File: src/rtl/rbg_pkg.sv
package rbg_pkg;
  typedef enum logic [1:0] {
    CMD_IDLE  = 2'd0,
    CMD_WRITE = 2'd1,
    CMD_READ  = 2'd2,
    CMD_DATA  = 2'd3
  } bus_cmd_e;
endpackage

File: src/rtl/rbg_lfsr.sv
module rbg_lfsr #(
  parameter int          W    = 32,
  parameter logic [31:0] SEED = 32'hACE1_2B47
) (
  input  logic         clk,
  input  logic         rst,
  output logic [W-1:0] state
);
  logic         fb;
  logic [W-1:0] state_q;

  // taps 32,22,2,1: maximal length
  assign fb = state_q[31] ^ state_q[21] ^ state_q[1] ^ state_q[0];

  always_ff @(posedge clk) begin
    if (rst) state_q <= SEED[W-1:0];
    else     state_q <= {state_q[W-2:0], fb};
  end

  assign state = state_q;


  lfsr_nonzero_chk: assert property (@(posedge clk) disable iff (rst)
    state_q != '0);
endmodule

File: src/rtl/rbg_start_delay.sv
module rbg_start_delay #(
  parameter int START_DELAY = 8
) (
  input  logic clk,
  input  logic rst,
  output logic go
);
  localparam int CW = (START_DELAY < 1) ? 1 : $clog2(START_DELAY + 1);
  localparam logic [CW-1:0] LIMIT = CW'(START_DELAY);

  logic [CW-1:0] cnt_q;

  always_ff @(posedge clk) begin
    if (rst)               cnt_q <= '0;
    else if (cnt_q != LIMIT) cnt_q <= cnt_q + 1'b1;
  end

  assign go = (cnt_q == LIMIT);


  delay_sticky_chk: assert property (@(posedge clk) disable iff (rst)
    go |=> go);
endmodule

File: src/rtl/rbg_sequencer.sv
module rbg_sequencer
  import rbg_pkg::*;
#(
  parameter int ADDR_W    = 16,
  parameter int DATA_W    = 32,
  parameter int RND_W     = 32,
  parameter int ADDR_BITS = 4,
  parameter int WD_BITS   = 16
) (
  input  logic              clk,
  input  logic              rst,
  input  logic              go,
  input  logic [RND_W-1:0]  rnd,
  output bus_cmd_e          cmd,
  output logic [ADDR_W-1:0] addr,
  output logic [DATA_W-1:0] wdata,
  output logic              wdata_en
);
  localparam int ADDR_LSB = 2;
  localparam int WD_LSB   = RND_W - WD_BITS;

  bus_cmd_e          cmd_q, cmd_d;
  logic [ADDR_W-1:0] addr_q, addr_d;
  logic [DATA_W-1:0] wd_q, wd_d;
  logic              en_q, en_d;

  always_comb begin
    cmd_d  = CMD_IDLE;
    addr_d = addr_q;
    wd_d   = '0;
    en_d   = 1'b0;
    if (go) begin
      if (cmd_q == CMD_READ) begin
        cmd_d = CMD_DATA;
      end else begin
        unique case (rnd[1:0])
          2'd1: begin
            cmd_d  = CMD_WRITE;
            addr_d = ADDR_W'(rnd[ADDR_LSB +: ADDR_BITS]);
            wd_d   = DATA_W'(rnd[WD_LSB +: WD_BITS]);
            en_d   = 1'b1;
          end
          2'd2: begin
            cmd_d  = CMD_READ;
            addr_d = ADDR_W'(rnd[ADDR_LSB +: ADDR_BITS]);
          end
          default: cmd_d = CMD_IDLE;
        endcase
      end
    end
  end

  always_ff @(posedge clk) begin
    if (rst) begin
      cmd_q  <= CMD_IDLE;
      addr_q <= '0;
      wd_q   <= '0;
      en_q   <= 1'b0;
    end else begin
      cmd_q  <= cmd_d;
      addr_q <= addr_d;
      wd_q   <= wd_d;
      en_q   <= en_d;
    end
  end

  assign cmd      = cmd_q;
  assign addr     = addr_q;
  assign wdata    = wd_q;
  assign wdata_en = en_q;


  read_then_data_chk: assert property (@(posedge clk) disable iff (rst)
    (cmd_q == CMD_READ) |=> (cmd_q == CMD_DATA));

  data_after_read_chk: assert property (@(posedge clk) disable iff (rst)
    (cmd_q == CMD_DATA) |-> ($past(cmd_q) == CMD_READ));

  addr_hold_chk: assert property (@(posedge clk) disable iff (rst)
    (cmd_q == CMD_IDLE || cmd_q == CMD_DATA) |-> $stable(addr_q));

  wdata_width_chk: assert property (@(posedge clk) disable iff (rst)
    en_q |-> (wd_q >> WD_BITS) == '0);

  addr_range_chk: assert property (@(posedge clk) disable iff (rst)
    (addr_q >> ADDR_BITS) == '0);
endmodule

File: src/rtl/rbus_traffic_gen.sv
module rbus_traffic_gen
  import rbg_pkg::*;
#(
  parameter int          ADDR_W      = 16,
  parameter int          DATA_W      = 32,
  parameter int          ADDR_BITS   = 4,
  parameter int          WD_BITS     = 16,
  parameter int          START_DELAY = 8,
  parameter logic [31:0] SEED        = 32'hACE1_2B47
) (
  input  logic              clk,
  input  logic              rst,
  output logic [1:0]        bus_cmd,
  output logic [ADDR_W-1:0] bus_addr,
  output logic [DATA_W-1:0] bus_wdata,
  output logic              bus_wdata_en
);
  localparam int RND_W = 32;

  logic [RND_W-1:0] rnd;
  logic             go;
  bus_cmd_e         cmd;

  rbg_lfsr #(.W(RND_W), .SEED(SEED)) u_lfsr (
    .clk(clk), .rst(rst), .state(rnd)
  );

  rbg_start_delay #(.START_DELAY(START_DELAY)) u_delay (
    .clk(clk), .rst(rst), .go(go)
  );

  rbg_sequencer #(
    .ADDR_W(ADDR_W), .DATA_W(DATA_W), .RND_W(RND_W),
    .ADDR_BITS(ADDR_BITS), .WD_BITS(WD_BITS)
  ) u_seq (
    .clk(clk), .rst(rst), .go(go), .rnd(rnd),
    .cmd(cmd), .addr(bus_addr), .wdata(bus_wdata), .wdata_en(bus_wdata_en)
  );

  assign bus_cmd = cmd;


  quiet_start_chk: assert property (@(posedge clk) disable iff (rst)
    !go |=> (bus_cmd == CMD_IDLE && !bus_wdata_en));

  release_chk: assert property (@(posedge clk) disable iff (rst)
    (bus_cmd != CMD_WRITE) |-> (!bus_wdata_en && bus_wdata == '0));
endmodule

File: config.mk
export PLATFORM = sky130hd
export DESIGN_NAME = rbus_traffic_gen
export DESIGN_NICKNAME = d
export VERILOG_FILES = /design/src/rtl/rbg_pkg.sv /design/src/rtl/rbg_lfsr.sv /design/src/rtl/rbg_start_delay.sv /design/src/rtl/rbg_sequencer.sv /design/src/rtl/rbus_traffic_gen.sv
export SDC_FILE = /design/constraint.sdc
export NUM_CORES = 1
export LEC_CHECK = 0
export BUFFER_PORTS_ARGS = -buffer_cell sky130_fd_sc_hd__buf_4
export CAP_MARGIN = 40
export CORE_MARGIN = 3
export CORE_UTILIZATION = 55
export DETAILED_ROUTE_END_ITERATION = 7
export HOLD_SLACK_MARGIN = 0.05
export MAX_ROUTING_LAYER = met4
export PLACE_DENSITY_LB_ADDON = 0.08
export SYNTH_ARGS = -nofsm -noshare
export SYNTH_HDL_FRONTEND = slang
export SYNTH_SLANG_ARGS = --single-unit
File: constraint.sdc
create_clock -name clk -period 2.65 [get_ports clk]
set_input_delay 0 -clock clk [delete_from_list [all_inputs] [get_ports clk]]
set_output_delay 0 -clock clk [all_outputs]
set_load 0.02 [all_outputs]
Word-level counts from Yosys, hierarchy flattened:

Cells that the tools add are included.

* register bits after elaboration: 75
* input port bits: 2
* output and inout bits: 51
* word-level logic and storage cells: 27

* $add $sub $neg: 1
* equal/unequal tests: 5
* multiplexer cells: 3
* bitwise logic cells: 6
* reduce and logical (&&, ||, !) cells: 5

Operator list (number)
* $add A4 B1 Y4 const B: 1
* $eq A2 B2 Y1 const B: 2
* $eq A4 B4 Y1 const B: 1
* $ne A4 B4 Y1 const B: 1
* $pmux W2 S2: 1
* $reduce_or A2 Y1: 2
* $reduce_or A4 Y1: 1
* $not A1 Y1: 3
* $reduce_and A3 Y1: 1
* $reduce_or A3 Y1: 1
* $xor A1 B1 Y1: 3
* $eq A2 B1 Y1 const B: 1
* $mux W2: 1
* $mux W1: 1

Logic depth before layout (Yosys ltp):

* word-level depth: 3
* depth in mapped cells: 6

By module:

A second synthesis with hierarchy kept.

* cells, all modules: 184
* area, all modules: 2062.0 um^2

Modules (own cells, without submodules)
* rbg_sequencer: instances 1, cells each 93, area each 977.2 um^2
* rbg_lfsr: instances 1, cells each 70, area each 882.1 um^2
* rbg_start_delay: instances 1, cells each 21, area each 202.7 um^2

Worst setup path before layout:

No wires, ideal clock.

* kind: reg2reg
* start: register u_delay.cnt_q[0]
* end: register u_seq.addr_q[0], in the netlist u_seq.addr[0]
* library setup time: 0.121 ns
* arrival: 1.476 ns
* path slack: 1.052 ns
* cell stages (with the launch flop): 7
* buffers on the path: 1
* clock period less this slack: 1.598 ns
* cells stage by stage: dfxtp_1 inv_1 ha_1 nand3b_4 or3_1 buf_6 mux2_4

* word-level cells in the longest chain between the ends: 2

Ends and longest elaborated chain
* from (decl): RTL line rbg_start_delay.sv:11 `logic [CW-1:0] cnt_q;`
* from (signal assigned): RTL line rbg_start_delay.sv:15 `else if (cnt_q != LIMIT) cnt_q <= cnt_q + 1'b1;`
* $eq A4 B4 Y1: RTL line rbg_start_delay.sv:18 `assign go = (cnt_q == LIMIT);`
* $reduce_and A3 Y1 (no line)
* to (signal assigned): RTL line rbg_sequencer.sv:61 `addr_q <= addr_d;`
* to (decl): RTL line rbg_sequencer.sv:23 `logic [ADDR_W-1:0] addr_q, addr_d;`

Every way passes these cells.
A chain may end at the register's enable or synchronous reset.

Final worst setup path:

* start: register u_delay.cnt_q[0]
* end: register u_seq.addr_q[2], in the netlist u_seq.addr[2]

The elaborated chain is that of the path after synthesis.

==> impl_metrics.tcl <==
set metrics [dict create \
    overflow 0 \
    routed_wl_um 2630 \
    tritoncts "built" \
    hold_class "in2reg" \
    port_buffers 24 \
    ctsHoldBuffers 0 \
    final_cells 260 \
    clkSinkCount 59 \
    yosys_register_bits 59 \
    cp_slowest_cell "or3_1" \
    die_w_um 67.0 \
    htree_levels 3 \
    yosys.area.top_type "dfxtp_1" \
    cts_setup_buffers 0 \
    place_congestion 0.706 \
    netlist_area_sq_um 2040 \
    synthFlopType "dfxtp_1" \
    finalMaxSlewViolations 0 \
    io_pins 53 \
    relSlewSlack_pct 54.4 \
    antenna_cells 0 \
    hold_path.startpoint "rst" \
    peakVddDrop_uv 385 \
    postRouteAntennaNets 0 \
    clk_path_buf_depth 2 \
    wl_per_cell_um 10.1 \
    grt_max_degree 45 \
    setup_viol 0 \
    tightest_slew_ps 682 \
    vias 1098 \
    yosysMostFrequentCell "dfxtp_1" \
    p_per_area_nw_per_um2 839 \
    cts_resized 0 \
    synth.distinct_cells 25 \
    root_buffer "clkbuf_8" \
    grt_usage_pct 15.0 \
    max_freq_mhz 595 \
    drc_errors 0 \
    ys_seq_area_share_pct 57.8 \
    synth_top_area_share_pct 57.8 \
    dp_hpwl_um 1700 \
    p_leak_nw 1.11 \
    rsz0062_at_grt "no" \
    timing_hold_violations_final 0 \
    yosys-top-cells-area "dfxtp_1, buf_4, nor2b_1" \
    outcome "finished, final reports clean" \
    crit_chain "inv_1, ha_1, nand3b_4, or3_1, mux2_4" \
    cts_made_buffers 9 \
    core_sq_um 3470 \
    dieArea_sq_um 4480 \
    path_delay_family "simple AND/OR/NAND/NOR gates" \
    maxCapViolCount 0 \
    startpoint_type "register" \
    crit-reg2reg-launch "u_delay.cnt_q[0]$_SDFFE_PP0P_" \
    cp_data_arrival_time_ps 1890 \
    rows 21 \
    clk_pin_slew_worst_paths_ps 60 \
    fillCellCount 290 \
    cp_num_buf_inv 1 \
    syn_inst 181 \
    rr_endpoint "u_seq.addr[2]$_SDFFE_PP0P_" \
    worstHoldPathCells 2 \
    avgSynthCellArea_sq_um 11.3 \
    crit_type "reg2reg" \
    yosys_warnings 0 \
    syn2layout_area_growth_pct 15.9 \
    start_util_pct 58.9 \
    die_h_um 67.0 \
    critical_path.endpoint_type "register" \
    grt_pass1_vias 1032 \
    drt_pass1_iterations 3 \
    fin_crit_sh_pct 63.4 \
    setup-tns-final_ps 0 \
    r2r_cells 5 \
    grt_pass1_wl_um 4520 \
    insertion_delay_ps 320 \
    synthTopCellsByCount "dfxtp_1, buf_4, nor2b_1, and2_1, or2_2" \
    drive_gt1_share_pct 27.6 \
    antenna_found_initial 0 \
    hold_ws_ps 87.7 \
    rrSetupSlack_ps 970 \
    place_inst 244 \
    holdPathEnd "u_lfsr.state[18]$_SDFF_PP0_" \
    clock_skew_ps 5.10 \
    synth_edf_count 0 \
    period_needed_ps 1680 \
    slowest_delay_ps 490 \
    worst-path-max-fanout 6 \
    drtIter0Drc 38 \
    vias_per_cell 4.22 \
    worstPathRequired_ps 2860 \
    nets 215 \
    synthArstFlopShare_pct 0 \
]
power breakdown:
part | internal [mW] | leakage (nW) | switching (mW) | total, mW
Clock | 0.579 | 0.113 | 0.326 | 0.905
Combinational | 0.0498 | 0.508 | 0.0785 | 0.128
Sequential | 0.930 | 0.485 | 0.0243 | 0.954
Total | 1.56 | 1.11 | 0.429 | 1.99
kinds of logic (layout without fill, tap and decap cells):
family / after synthesis / in the layout / synth area share, %
buffers and inverters: 38 / 44 / 12.5
and+or+nand+nor: 68 / 68 / 21.5
DFF: 59 / 59 / 57.8
muxes: 5 / 5 / 3.18
AOI/OAI and AO/OA: 1 / 1 / 0.245
xor gates and xnor gates: 5 / 5 / 2.14
adders and majority gates: 4 / 4 / 2.45
other: 1 / 28 / 0.183
area by class of cell:
cell class | instances | area [sq um] | area share, %
multi-input combinational | 111 | 708 | 29.9
clock buffer | 12 | 155 | 6.55
timing repair buffer | 24 | 180 | 7.60
sequential | 59 | 1180 | 49.8
clock inverter | 4 | 72.6 | 3.06
tap | 46 | 57.6 | 2.43
inverter | 4 | 15.0 | 0.634
cell usage in the layout (no fill, tap or decap):
cell type / n
xnor2_1: 2
bufinv_16: 2
xor2_1: 3
nand3_1: 1
nor2b_1: 20
mux2_4: 3
nand3b_4: 1
nor4b_4: 1
clkinvlp_4: 1
nand2_1: 1
nand2b_1: 4
clkinv_2: 1
conb_1: 28
inv_1: 4
buf_4: 24
dfxtp_1: 59
nor3_1: 2
or3_1: 1
or2_2: 15
a21oi_1: 1
nor2_1: 5
nand3b_1: 1
mux2i_1: 2
ha_1: 4
clkbuf_1: 1
clkbuf_8: 11
and2_1: 16
per-stage QoR:
step           total power [mW]  util, %  area [sq um]  setup slack [ps]
2_1_floorplan              1.11        -          2150              1050
3_3_place_gp               1.09     61.8          2140              1020
6_report                   1.99     68.3          2370               969
3_5_place_dp               1.10     61.8          2140               961
4_1_cts                    2.01     68.3          2370               951
5_1_grt                    2.07     68.3          2370               821
state kept, by name, indices dropped and copies added (netlist names):
| register | cells |
|---|---|
| u_delay.cnt_q | 4 |
| u_lfsr.state | 32 |
| u_seq.addr | 4 |
| u_seq.cmd | 2 |
| u_seq.wdata | 16 |
| u_seq.wdata_en | 1 |
layer usage:
layer  GRT usage, %  part of all wire, %  vias up
met1           15.0                   42      491
met2           22.4                   46       44
li1               -                    -      555
met4           9.87                  2.3        0
met3           8.09                  9.3        8
met5              -                    0        -
worst max-delay path by stage:
stage                                       start                         end  depth (start not counted)
floorplan           u_delay.cnt_q[0]$_SDFFE_PP0P_  u_seq.addr[0]$_SDFFE_PP0P_                          6
global placement    u_delay.cnt_q[0]$_SDFFE_PP0P_  u_seq.addr[2]$_SDFFE_PP0P_                          5
detailed placement  u_delay.cnt_q[0]$_SDFFE_PP0P_  u_seq.addr[2]$_SDFFE_PP0P_                          5
CTS                 u_delay.cnt_q[0]$_SDFFE_PP0P_  u_seq.addr[2]$_SDFFE_PP0P_                          5
global route        u_delay.cnt_q[1]$_SDFFE_PP0P_   u_seq.wdata[2]$_SDFF_PP0_                          5
finish              u_delay.cnt_q[0]$_SDFFE_PP0P_  u_seq.addr[2]$_SDFFE_PP0P_                          5
No activity file was read; power rests on OpenSTA's default activity.
